`config.mk`:
```
export PLATFORM = sky130hd
export DESIGN_NAME = pipe_bypass_ctrl
export DESIGN_NICKNAME = d
export VERILOG_FILES = /design/src/rtl/bpc_pkg.sv /design/src/rtl/bpc_mode_tracker.sv /design/src/rtl/bpc_exmem_stage.sv /design/src/rtl/bpc_mem_stage.sv /design/src/rtl/bpc_wb_select.sv /design/src/rtl/pipe_bypass_ctrl.sv
export SDC_FILE = /design/constraint.sdc
export NUM_CORES = 1
export LEC_CHECK = 0
export BUFFER_PORTS_ARGS = -buffer_cell sky130_fd_sc_hd__buf_2
export CAP_MARGIN = 20
export CORE_ASPECT_RATIO = 0.75
export CORE_MARGIN = 1
export CORE_UTILIZATION = 42
export CTS_BUF_LIST = sky130_fd_sc_hd__clkbuf_8
export CTS_CLUSTER_SIZE = 25
export DETAILED_ROUTE_END_ITERATION = 7
export PLACE_DENSITY_LB_ADDON = 0.15
export SETUP_SLACK_MARGIN = 0.05
export SLEW_MARGIN = 20
export SYNTH_ARGS = -nofsm -noshare
export SYNTH_HDL_FRONTEND = slang
export SYNTH_SLANG_ARGS = --single-unit
```
`constraint.sdc`:
```
create_clock -name clk -period 1.3 [get_ports clk]
set_input_delay 0.13 -clock clk [delete_from_list [all_inputs] [get_ports clk]]
set_output_delay 0.13 -clock clk [all_outputs]
set_load 0.05 [all_outputs]
```
`src/rtl/bpc_pkg.sv`:
```
package bpc_pkg;

  localparam int CLS_W = 3;

  typedef enum logic [CLS_W-1:0] {
    CLS_NONE   = 3'd0,
    CLS_ALU    = 3'd1,
    CLS_LOAD   = 3'd2,
    CLS_STORE  = 3'd3,
    CLS_BRANCH = 3'd4,
    CLS_JUMP   = 3'd5
  } instr_cls_e;

  // store, branch or jump turn the bypass mode on
  function automatic logic sets_mode(input logic [CLS_W-1:0] c);
    return (c == CLS_STORE) || (c == CLS_BRANCH) || (c == CLS_JUMP);
  endfunction

  function automatic logic clears_mode(input logic [CLS_W-1:0] c);
    return c == CLS_LOAD;
  endfunction

  function automatic logic next_mode(input logic cur, input logic [CLS_W-1:0] c);
    logic nxt;
    nxt = cur;
    if (clears_mode(c))    nxt = 1'b0;
    else if (sets_mode(c)) nxt = 1'b1;
    return nxt;
  endfunction

  // instructions that really use the memory stage
  function automatic logic needs_mem(input logic [CLS_W-1:0] c);
    return (c == CLS_LOAD) || (c == CLS_STORE);
  endfunction

  function automatic logic produces_wb(input logic [CLS_W-1:0] c);
    return (c == CLS_ALU) || (c == CLS_LOAD);
  endfunction

  // a register-file write is really wanted (r0 is never written)
  function automatic logic wb_allowed(input logic [CLS_W-1:0] c, input logic we,
                                      input logic [7:0] dest);
    return produces_wb(c) && we && (dest != 8'd0);
  endfunction

endpackage

```
`src/rtl/bpc_mode_tracker.sv`:
```
module bpc_mode_tracker
  import bpc_pkg::*;
(
  input  logic             clk,
  input  logic             rst,
  input  logic [CLS_W-1:0] cls_i,
  output logic             mode_o,
  output logic             route_early_o
);

  logic mode_q;

  always_ff @(posedge clk) begin
    if (rst) mode_q <= 1'b0;
    else     mode_q <= next_mode(mode_q, cls_i);
  end

  assign mode_o        = mode_q;
  assign route_early_o = mode_q && (cls_i == CLS_ALU);

  a_r2_mode_set: assert property (@(posedge clk) disable iff (rst)
    sets_mode(cls_i) |=> mode_o);

  a_r3_mode_clear: assert property (@(posedge clk) disable iff (rst)
    clears_mode(cls_i) |=> !mode_o);

  a_r3_mode_keep: assert property (@(posedge clk) disable iff (rst)
    (!sets_mode(cls_i) && !clears_mode(cls_i)) |=> $stable(mode_o));

endmodule

```
`src/rtl/bpc_exmem_stage.sv`:
```
module bpc_exmem_stage
  import bpc_pkg::*;
#(
  parameter int DATA_W = 32,
  parameter int REG_AW = 5
) (
  input  logic              clk,
  input  logic              rst,
  input  logic              mode_i,
  input  logic [CLS_W-1:0]  cls_i,
  input  logic [DATA_W-1:0] result_i,
  input  logic [DATA_W-1:0] sdata_i,
  input  logic [REG_AW-1:0] dest_i,
  input  logic              we_i,
  output logic [CLS_W-1:0]  cls_o,
  output logic [DATA_W-1:0] result_o,
  output logic [DATA_W-1:0] sdata_o,
  output logic [REG_AW-1:0] dest_o,
  output logic              we_o
);

  // in bypass mode only memory users may occupy the register
  logic zero_gate_w;
  assign zero_gate_w = mode_i && !needs_mem(cls_i);

  always_ff @(posedge clk) begin
    if (rst || zero_gate_w) begin
      cls_o    <= '0;
      result_o <= '0;
      sdata_o  <= '0;
      dest_o   <= '0;
      we_o     <= 1'b0;
    end else begin
      cls_o    <= cls_i;
      result_o <= result_i;
      sdata_o  <= sdata_i;
      dest_o   <= dest_i;
      we_o     <= we_i;
    end
  end

  a_r6_regular_capture: assert property (@(posedge clk) disable iff (rst)
    (!mode_i || needs_mem(cls_i)) |=> (cls_o == $past(cls_i)) && (dest_o == $past(dest_i)));

endmodule

```
`src/rtl/bpc_mem_stage.sv`:
```
module bpc_mem_stage
  import bpc_pkg::*;
#(
  parameter int DATA_W = 32,
  parameter int MEM_AW = 8,
  parameter int REG_AW = 5
) (
  input  logic              clk,
  input  logic              rst,
  input  logic [CLS_W-1:0]  exm_cls_i,
  input  logic [DATA_W-1:0] exm_result_i,
  input  logic [DATA_W-1:0] exm_sdata_i,
  input  logic [REG_AW-1:0] exm_dest_i,
  input  logic              exm_we_i,
  input  logic [DATA_W-1:0] dmem_rdata_i,
  output logic [MEM_AW-1:0] dmem_addr_o,
  output logic [DATA_W-1:0] dmem_wdata_o,
  output logic              dmem_we_o,
  output logic              dmem_re_o,
  output logic              memwb_we_o,
  output logic [REG_AW-1:0] memwb_dest_o,
  output logic [DATA_W-1:0] memwb_data_o
);

  logic              is_load_w;
  logic              is_store_w;
  logic              wb_ok_w;
  logic [DATA_W-1:0] wb_data_w;

  assign is_load_w  = (exm_cls_i == CLS_LOAD);
  assign is_store_w = (exm_cls_i == CLS_STORE);
  assign wb_ok_w    = wb_allowed(exm_cls_i, exm_we_i, 8'(exm_dest_i));
  assign wb_data_w  = is_load_w ? dmem_rdata_i : exm_result_i;

  // memory request lines stay quiet unless a memory user is present
  assign dmem_addr_o  = needs_mem(exm_cls_i) ? exm_result_i[MEM_AW-1:0] : '0;
  assign dmem_wdata_o = is_store_w ? exm_sdata_i : '0;
  assign dmem_we_o    = is_store_w;
  assign dmem_re_o    = is_load_w;

  always_ff @(posedge clk) begin
    if (rst) begin
      memwb_we_o   <= 1'b0;
      memwb_dest_o <= '0;
      memwb_data_o <= '0;
    end else begin
      memwb_we_o   <= wb_ok_w;
      memwb_dest_o <= wb_ok_w ? exm_dest_i : '0;
      memwb_data_o <= wb_ok_w ? wb_data_w : '0;
    end
  end

  a_r8_store_no_wb: assert property (@(posedge clk) disable iff (rst)
    !produces_wb(exm_cls_i) |=> !memwb_we_o);

  a_r7_one_strobe: assert property (@(posedge clk) disable iff (rst)
    !(dmem_we_o && dmem_re_o));

endmodule

```
`src/rtl/bpc_wb_select.sv`:
```
module bpc_wb_select #(
  parameter int DATA_W = 32,
  parameter int REG_AW = 5
) (
  input  logic              clk,
  input  logic              rst,
  input  logic              early_req_i,
  input  logic [REG_AW-1:0] early_dest_i,
  input  logic [DATA_W-1:0] early_data_i,
  input  logic              memwb_we_i,
  input  logic [REG_AW-1:0] memwb_dest_i,
  input  logic [DATA_W-1:0] memwb_data_i,
  output logic              rf_we_o,
  output logic [REG_AW-1:0] rf_addr_o,
  output logic [DATA_W-1:0] rf_data_o
);

  logic              early_we_q;
  logic [REG_AW-1:0] early_dest_q;
  logic [DATA_W-1:0] early_data_q;
  logic              hold_w;

  // regular path wins a shared slot; the early result waits a cycle
  assign hold_w = early_we_q && memwb_we_i;

  always_ff @(posedge clk) begin
    if (rst) begin
      early_we_q   <= 1'b0;
      early_dest_q <= '0;
      early_data_q <= '0;
    end else if (!hold_w) begin
      early_we_q   <= early_req_i;
      early_dest_q <= early_req_i ? early_dest_i : '0;
      early_data_q <= early_req_i ? early_data_i : '0;
    end
  end

  assign rf_we_o   = memwb_we_i || early_we_q;
  assign rf_addr_o = memwb_we_i ? memwb_dest_i : early_dest_q;
  assign rf_data_o = memwb_we_i ? memwb_data_i : early_data_q;

  a_r9_no_reg0: assert property (@(posedge clk) disable iff (rst)
    rf_we_o |-> (rf_addr_o != '0));

  a_r10_hold_early: assert property (@(posedge clk) disable iff (rst)
    hold_w |=> early_we_q && $stable(early_data_q) && $stable(early_dest_q));

  a_r10_no_overrun: assert property (@(posedge clk) disable iff (rst)
    hold_w |-> !early_req_i);

endmodule

```
`src/rtl/pipe_bypass_ctrl.sv`:
```
module pipe_bypass_ctrl
  import bpc_pkg::*;
#(
  parameter int DATA_W = 32,
  parameter int MEM_AW = 8,
  parameter int REG_AW = 5
) (
  input  logic              clk,
  input  logic              rst,
  input  logic [2:0]        ex_class,
  input  logic [DATA_W-1:0] ex_result,
  input  logic [DATA_W-1:0] ex_store_data,
  input  logic [REG_AW-1:0] ex_dest,
  input  logic              ex_wr_en,
  output logic              bypass_mode,
  output logic [2:0]        exmem_class,
  output logic [DATA_W-1:0] exmem_result,
  output logic [DATA_W-1:0] exmem_store_data,
  output logic [REG_AW-1:0] exmem_dest,
  output logic              exmem_wr_en,
  output logic [MEM_AW-1:0] dmem_addr,
  output logic [DATA_W-1:0] dmem_wdata,
  output logic              dmem_we,
  output logic              dmem_re,
  input  logic [DATA_W-1:0] dmem_rdata,
  output logic              memwb_wr_en,
  output logic [REG_AW-1:0] memwb_dest,
  output logic [DATA_W-1:0] memwb_data,
  output logic              rf_we,
  output logic [REG_AW-1:0] rf_addr,
  output logic [DATA_W-1:0] rf_data
);

  logic route_early_w;
  logic early_req_w;

  bpc_mode_tracker u_mode (
    .clk           (clk),
    .rst           (rst),
    .cls_i         (ex_class),
    .mode_o        (bypass_mode),
    .route_early_o (route_early_w)
  );

  assign early_req_w = route_early_w && wb_allowed(ex_class, ex_wr_en, 8'(ex_dest));

  bpc_exmem_stage #(.DATA_W(DATA_W), .REG_AW(REG_AW)) u_exmem (
    .clk      (clk),
    .rst      (rst),
    .mode_i   (bypass_mode),
    .cls_i    (ex_class),
    .result_i (ex_result),
    .sdata_i  (ex_store_data),
    .dest_i   (ex_dest),
    .we_i     (ex_wr_en),
    .cls_o    (exmem_class),
    .result_o (exmem_result),
    .sdata_o  (exmem_store_data),
    .dest_o   (exmem_dest),
    .we_o     (exmem_wr_en)
  );

  bpc_mem_stage #(.DATA_W(DATA_W), .MEM_AW(MEM_AW), .REG_AW(REG_AW)) u_mem (
    .clk          (clk),
    .rst          (rst),
    .exm_cls_i    (exmem_class),
    .exm_result_i (exmem_result),
    .exm_sdata_i  (exmem_store_data),
    .exm_dest_i   (exmem_dest),
    .exm_we_i     (exmem_wr_en),
    .dmem_rdata_i (dmem_rdata),
    .dmem_addr_o  (dmem_addr),
    .dmem_wdata_o (dmem_wdata),
    .dmem_we_o    (dmem_we),
    .dmem_re_o    (dmem_re),
    .memwb_we_o   (memwb_wr_en),
    .memwb_dest_o (memwb_dest),
    .memwb_data_o (memwb_data)
  );

  bpc_wb_select #(.DATA_W(DATA_W), .REG_AW(REG_AW)) u_wb (
    .clk          (clk),
    .rst          (rst),
    .early_req_i  (early_req_w),
    .early_dest_i (ex_dest),
    .early_data_i (ex_result),
    .memwb_we_i   (memwb_wr_en),
    .memwb_dest_i (memwb_dest),
    .memwb_data_i (memwb_data),
    .rf_we_o      (rf_we),
    .rf_addr_o    (rf_addr),
    .rf_data_o    (rf_data)
  );

  a_r4_early_write: assert property (@(posedge clk) disable iff (rst)
    (early_req_w && !memwb_wr_en) |=>
      rf_we && (rf_addr == $past(ex_dest)) && (rf_data == $past(ex_result)));

  a_r5_exmem_quiet: assert property (@(posedge clk) disable iff (rst)
    (bypass_mode && !needs_mem(ex_class)) |=>
      (exmem_class == '0) && (exmem_result == '0) && (exmem_store_data == '0) &&
      (exmem_dest == '0) && !exmem_wr_en);

  a_r1_idle_quiet: assert property (@(posedge clk)
    $past(rst) |-> !rf_we && !dmem_we && !dmem_re && !bypass_mode);

endmodule

```
==> After elaboration in Yosys (flattened, before gate mapping) <==
Cells that the tools add are included.
{ "classes": {"n_eq_ne": 8, "n_mux": 7, "bitwise": 1, "n_reduce_logical": 21} }
{ "op_table": {"columns": ["cell", "n"], "rows": [
  ["32-bit 2-to-1 mux", 4],
  ["3-bit by 2-bit equality test with 1-bit output (second input constant)", 4],
  ["5-bit 2-to-1 mux", 2],
  ["5-bit nonzero test", 2],
  ["1-bit logical AND", 8],
  ["1-bit logical OR", 8],
  ["8-bit 2-to-1 mux", 1],
  ["3-bit by 1-bit equality test with 1-bit output (second input constant)", 2],
  ["3-bit equality test (second input constant)", 2],
  ["2-bit OR reduction", 2],
  ["1-bit zero test", 1],
  ["1-bit inverter", 1]
]} }
{ "word_totals": {"ff_bits": 150, "in_bits": 107, "wordCells": 49} }

==> Depth between registers and ports, before layout <==
{ "depth": {"depth_word": 6, "depth_mapped": 5, "ltp_nobuf": 3} }

==> Cells and area by module <==
From an unflattened synthesis, not the netlist that was laid out.
{ "unflattened": {"hier_cells": 644, "area_unflattened_um2": 6552.5} }
{ "modules_own_cells": {"columns": ["mod", "n_inst", "cells_per_inst", "area_each_um2", "seq_area_each_um2"], "rows": [
  ["bpc_exmem_stage", 1, 243, 2793.9, 1461.4],
  ["bpc_mem_stage", 1, 180, 1838.0, 760.7],
  ["bpc_wb_select", 1, 210, 1833.0, 760.7],
  ["bpc_mode_tracker", 1, 6, 53.8, 20.0],
  ["pipe_bypass_ctrl", 1, 5, 33.8, 0.0]
]} }

==> Worst setup path after synthesis <==
No wires, ideal clock.
{ "synth_path": {"kind": "flip-flop to output port", "from": "register u_mem.memwb_we_o", "to": "output rf_addr[0]", "arrival_ps": 1661, "slack_ps": -491, "path_stages_with_launch": 4, "path_cell_list": "dfxtp_1 buf_2 buf_2 mux2_2"} }
{ "synth_between": {"elab_chain_len": 1} }
{ "synth_rtl": {"columns": ["element", "line", "source"], "rows": [
  ["start, declared", "bpc_mem_stage.sv:20", "output logic memwb_we_o,"],
  ["start signal, assigned", "bpc_mem_stage.sv:47", "memwb_we_o <= wb_ok_w;"],
  ["5-bit 2-to-1 mux", "bpc_wb_select.sv:39", "assign rf_addr_o = memwb_we_i ? memwb_dest_i : early_dest_q;"],
  ["end, declared", "pipe_bypass_ctrl.sv:30", "output logic [REG_AW-1:0] rf_addr,"]
]} }
Every way passes these cells.

==> Worst setup path after layout <==
{ "layout_path": {"from": "register u_mem.memwb_we_o", "to": "output rf_data[29]"} }
{ "layout_between": {"elab_chain_len": 1} }
{ "layout_rtl": {"columns": ["element", "line", "source"], "rows": [
  ["32-bit 2-to-1 mux", "bpc_wb_select.sv:40", "assign rf_data_o = memwb_we_i ? memwb_data_i : early_data_q;"],
  ["end, declared", "pipe_bypass_ctrl.sv:31", "output logic [DATA_W-1:0] rf_data"]
]} }
Every way passes these cells.

==> key figures <==
STA
  • Final hold slack: 0.0378 ns
  • Achievable frequency: 560 MHz
  • Max-slew violation count: 0
  • Final number of setup-violating endpoints: 152
  • RSZ-0062 raised after global routing: true
  • Tcrit/Tclk final: 1.37
  • Final Skew: 0.0108 ns
  • Max transition margin: 0.783
  • Final Worst Setup Slack: -0.487 ns
  • Setup TNS: -45.40 ns
  • Slew @ Worst Pin: 0.317 ns
  • Post-route minimum period: 1.79 ns
  • Number of hold violations in the final report: 0

Drt
  • Final ANT Viol Nets: 0
  • M1 WL: 9.19 mm
  • DRC viols: 0
  • Routed len/inst: 20.9 um
  • Routed vias/inst: 5.07
  • Top routing layer in use: met4
  • Number of DRC markers in iteration 0: 237
  • Met2 routed WL: 13.2 mm
  • Final WL: 24.7 mm
  • Total number of vias: 5983
  • DR WL met3: 1.82 mm
  • First-pass iteration count of the detailed router: 4

Floorplan
  • I/O pin count: 299
  • Rows: 36
  • Area of the core: 0.0131 mm^2
  • Die H: 103 um
  • Starting Density: 0.434
  • Die width: 136 um
  • Die area: 0.0140 mm^2

Hold path
  • Cells on Worst Hold Path: 3
  • HP Start: dmem_rdata[27]
  • Hold endpoint: u_mem.memwb_data_o[27]
  • HP Class: in2reg

Setup path
  • Worst-path fanout max: 7
  • Crit Reg-Reg Endpoint: u_mem.memwb_data_o[4]
  • Slowest cell on the critical path: dfxtp_4
  • WP depth: 4
  • Path type of the worst setup path: reg2out
  • CP Launch Type: flip-flop
  • Max incr delay on CP: 0.47 ns
  • CP Cell Sequence: buf_12 > buf_12 > mux2_4 > buf_6
  • Crit path required time: 1.17 ns
  • CP Launch Point: u_mem.memwb_we_o
  • Worst Path Arrival: 1.66 ns
  • Worst setup EP type: primary output
  • Buf/Inv on CP: 3
  • Worst R2R Start: u_exmem.dest_o[3]
  • Delay-heaviest family, CP: flip-flops
  • Worst R2R Setup Slack: -0.27 ns
  • Most frequent CP cell: buf_12
  • R2R cell count: 6

Clock tree
  • CTS root buf: clkbuf_8
  • Clk buf depth: 2
  • CTS buffer count: 17
  • Worst-Skew Late Latency: 0.46 ns
  • H-tree Lvls: 4
  • Clock transition at path regs: 0.08 ns
  • CTS tree: built
  • CTS sink count: 150

Logic synthesis
  • Yosys reg bits: 150
  • EDFF count, synth: 0
  • Count of different cell masters after synthesis: 33
  • Adder-cell area share of the yosys netlist: 0
  • Seq/Total Area, Yosys: 0.530
  • Yosys synthesis warning count: 0
  • Proportion of synthesized area in mux cells: 0.130
  • Synth Area in Simple Gates: 0.206
  • Syn Nets: 647
  • Largest family of logic cells by synthesized area: simple AND/OR/NAND/NOR gates
  • Cell Area, Synth: 0.00566 mm^2
  • Avg Cell Area, Syn: 10.5 um^2
  • XOR/XNOR share of the synthesized area: 0.00309
  • Async SR Flop Fraction: 0
  • Synth Flop Type: dfxtp_1
  • Cells after Synth: 540
  • Complex-gate fraction of the synthesized area: 0.0610

Placed design
  • Global placer's final weighted congestion: 0.787
  • Dpl ws: -0.142 ns
  • Hpwl dp: 11.8 mm
  • IO Port Bufs: 298

Pwr
  • Pwr per Cell Area: 961 mW/mm^2
  • Maximum vdd drop: 888 uV
  • Leakage: 5.24 nW

Flow run
  • Max-cap violation count: 0

Global route
  • Total gr overflow: 0
  • Pin count of the biggest net entering global routing: 39
  • GRT Util Overall: 0.331
  • Number of global-route vias before repair: 6237
  • Initial antenna violation count: 0
  • First-pass GRT wire length: 33.8 mm

Cells and area
  • Diode count: 0
  • NumNets Final: 1103
  • Area Growth Syn to Fin: 105%
  • Layout cell share with drive strength beyond 1: 0.577

Status
  • Run status: finished, violations left
  • Failing checks: negative setup slack
## how the worst max path moves through the flow
stage / to / slack [ns]
detailed placement: u_mem.memwb_data_o[9] / -0.14
global route: rf_data[29] / -0.53
finish: rf_data[29] / -0.49
floorplan: u_mem.memwb_data_o[12] / -0.13
CTS: rf_data[8] / -0.48
global placement: u_mem.memwb_data_o[18] / -0.11
## cell usage in the layout (no fill, tap or decap), drive strengths merged
cell,netlist,final
o31ai,32,32
and3b,1,1
a21oi,3,3
nor3b,1,1
dfxtp,150,150
nand3,2,2
and3,33,33
and2,82,82
nand2b,1,1
mux2i,32,32
nor2b,1,1
nor3,33,33
xor2,2,2
nor2,11,11
dlygate4sd3,0,101
clkbuf,18,54
mux2,37,37
a22o,5,5
o211ai,1,1
inv,37,39
buf,21,340
nand2,33,33
and4bb,1,1
or4,2,2
bufbuf,0,1
or2,1,1
clkinv,0,4
clkinvlp,0,2
bufinv,0,3
## Yosys cell counts (all sizes together) (2+ instances only)
master	count	area share
o31ai	32	0.049
buf	21	0.033
nand2	33	0.022
mux2	37	0.074
a21oi	3	0.0033
nor2	11	0.011
or4	2	0.0040
nor3	33	0.031
and3	33	0.036
dfxtp	150	0.53
nand3	2	0.0026
mux2i	32	0.057
xor2	2	0.0031
and2	82	0.091
a22o	5	0.0077
clkbuf	18	0.012
inv	37	0.025
## where the power goes
group | switching (W) | leakage (nW) | internal, W | total [W]
Combinational | 0.00141 | 3.80 | 0.00110 | 0.00251
Clock | 0.00174 | 0.213 | 0.00201 | 0.00375
Sequential | 0.000134 | 1.23 | 0.00475 | 0.00489
Total | 0.00328 | 5.24 | 0.00787 | 0.0111
## repair_timing
item,4_1_cts,5_1_grt
pin swaps,34,26
resized for setup,312,146
cloned,16,4
endpoints found under the hold margin,139,0
setup endpoints to repair,143,206
hold buffers,101,0
setup buffers,20,15
## per-stage QoR
step           total power (W)  instance area, um^2   util  instances
6_report                0.0111                11600  0.888       1179
3_3_place_gp           0.00654                 7850  0.601        999
4_1_cts                 0.0108                11000  0.840       1166
3_5_place_dp           0.00657                 7850  0.601        999
2_1_floorplan          0.00602                 6030      -        540
5_1_grt                 0.0115                11600  0.888       1179
## cell families after synthesis
| logic type | after synthesis |
|---|---|
| flip-flops | 150 |
| multiplexers | 69 |
| AND/OR/NAND/NOR | 202 |
| AO/OA/AOI/OAI | 41 |
| buffers and inverters | 76 |
| XOR/XNOR | 2 |
## tightest hold or removal path, delay by kind of cell
family        cells  cell delay (ns)
buf+inv           1             0.08
mux               1             0.10
simple gates      1             0.15
## cell type report
class | count | area (um^2)
Clock buffer | 20 | 275
Sequential cell | 150 | 3040
Inverter | 37 | 139
Timing Repair Buffer | 476 | 4680
Multi-Input combinational cell | 314 | 3110
Fill cell | 580 | 1470
Clock inverter | 11 | 133
Tap cell | 171 | 214
## flip-flops by register name, summed over array words and instances (netlist names), 3 cells and up
| signal | flops |
|---|---|
| u_wb.early_data_q | 32 |
| u_exmem.cls_o | 3 |
| u_exmem.sdata_o | 32 |
| u_mem.memwb_data_o | 32 |
| u_exmem.dest_o | 5 |
| u_wb.early_dest_q | 5 |
| u_exmem.result_o | 32 |
| u_mem.memwb_dest_o | 5 |
## per-layer routing
metal / vias to the layer above / global-route usage
met3: 38 / 0.0924
met2: 289 / 0.601
li1: 2730 / -
met4: 0 / 0.126
met1: 2926 / 0.372
met5: - / 0
(Power assumes the default switching activity.)
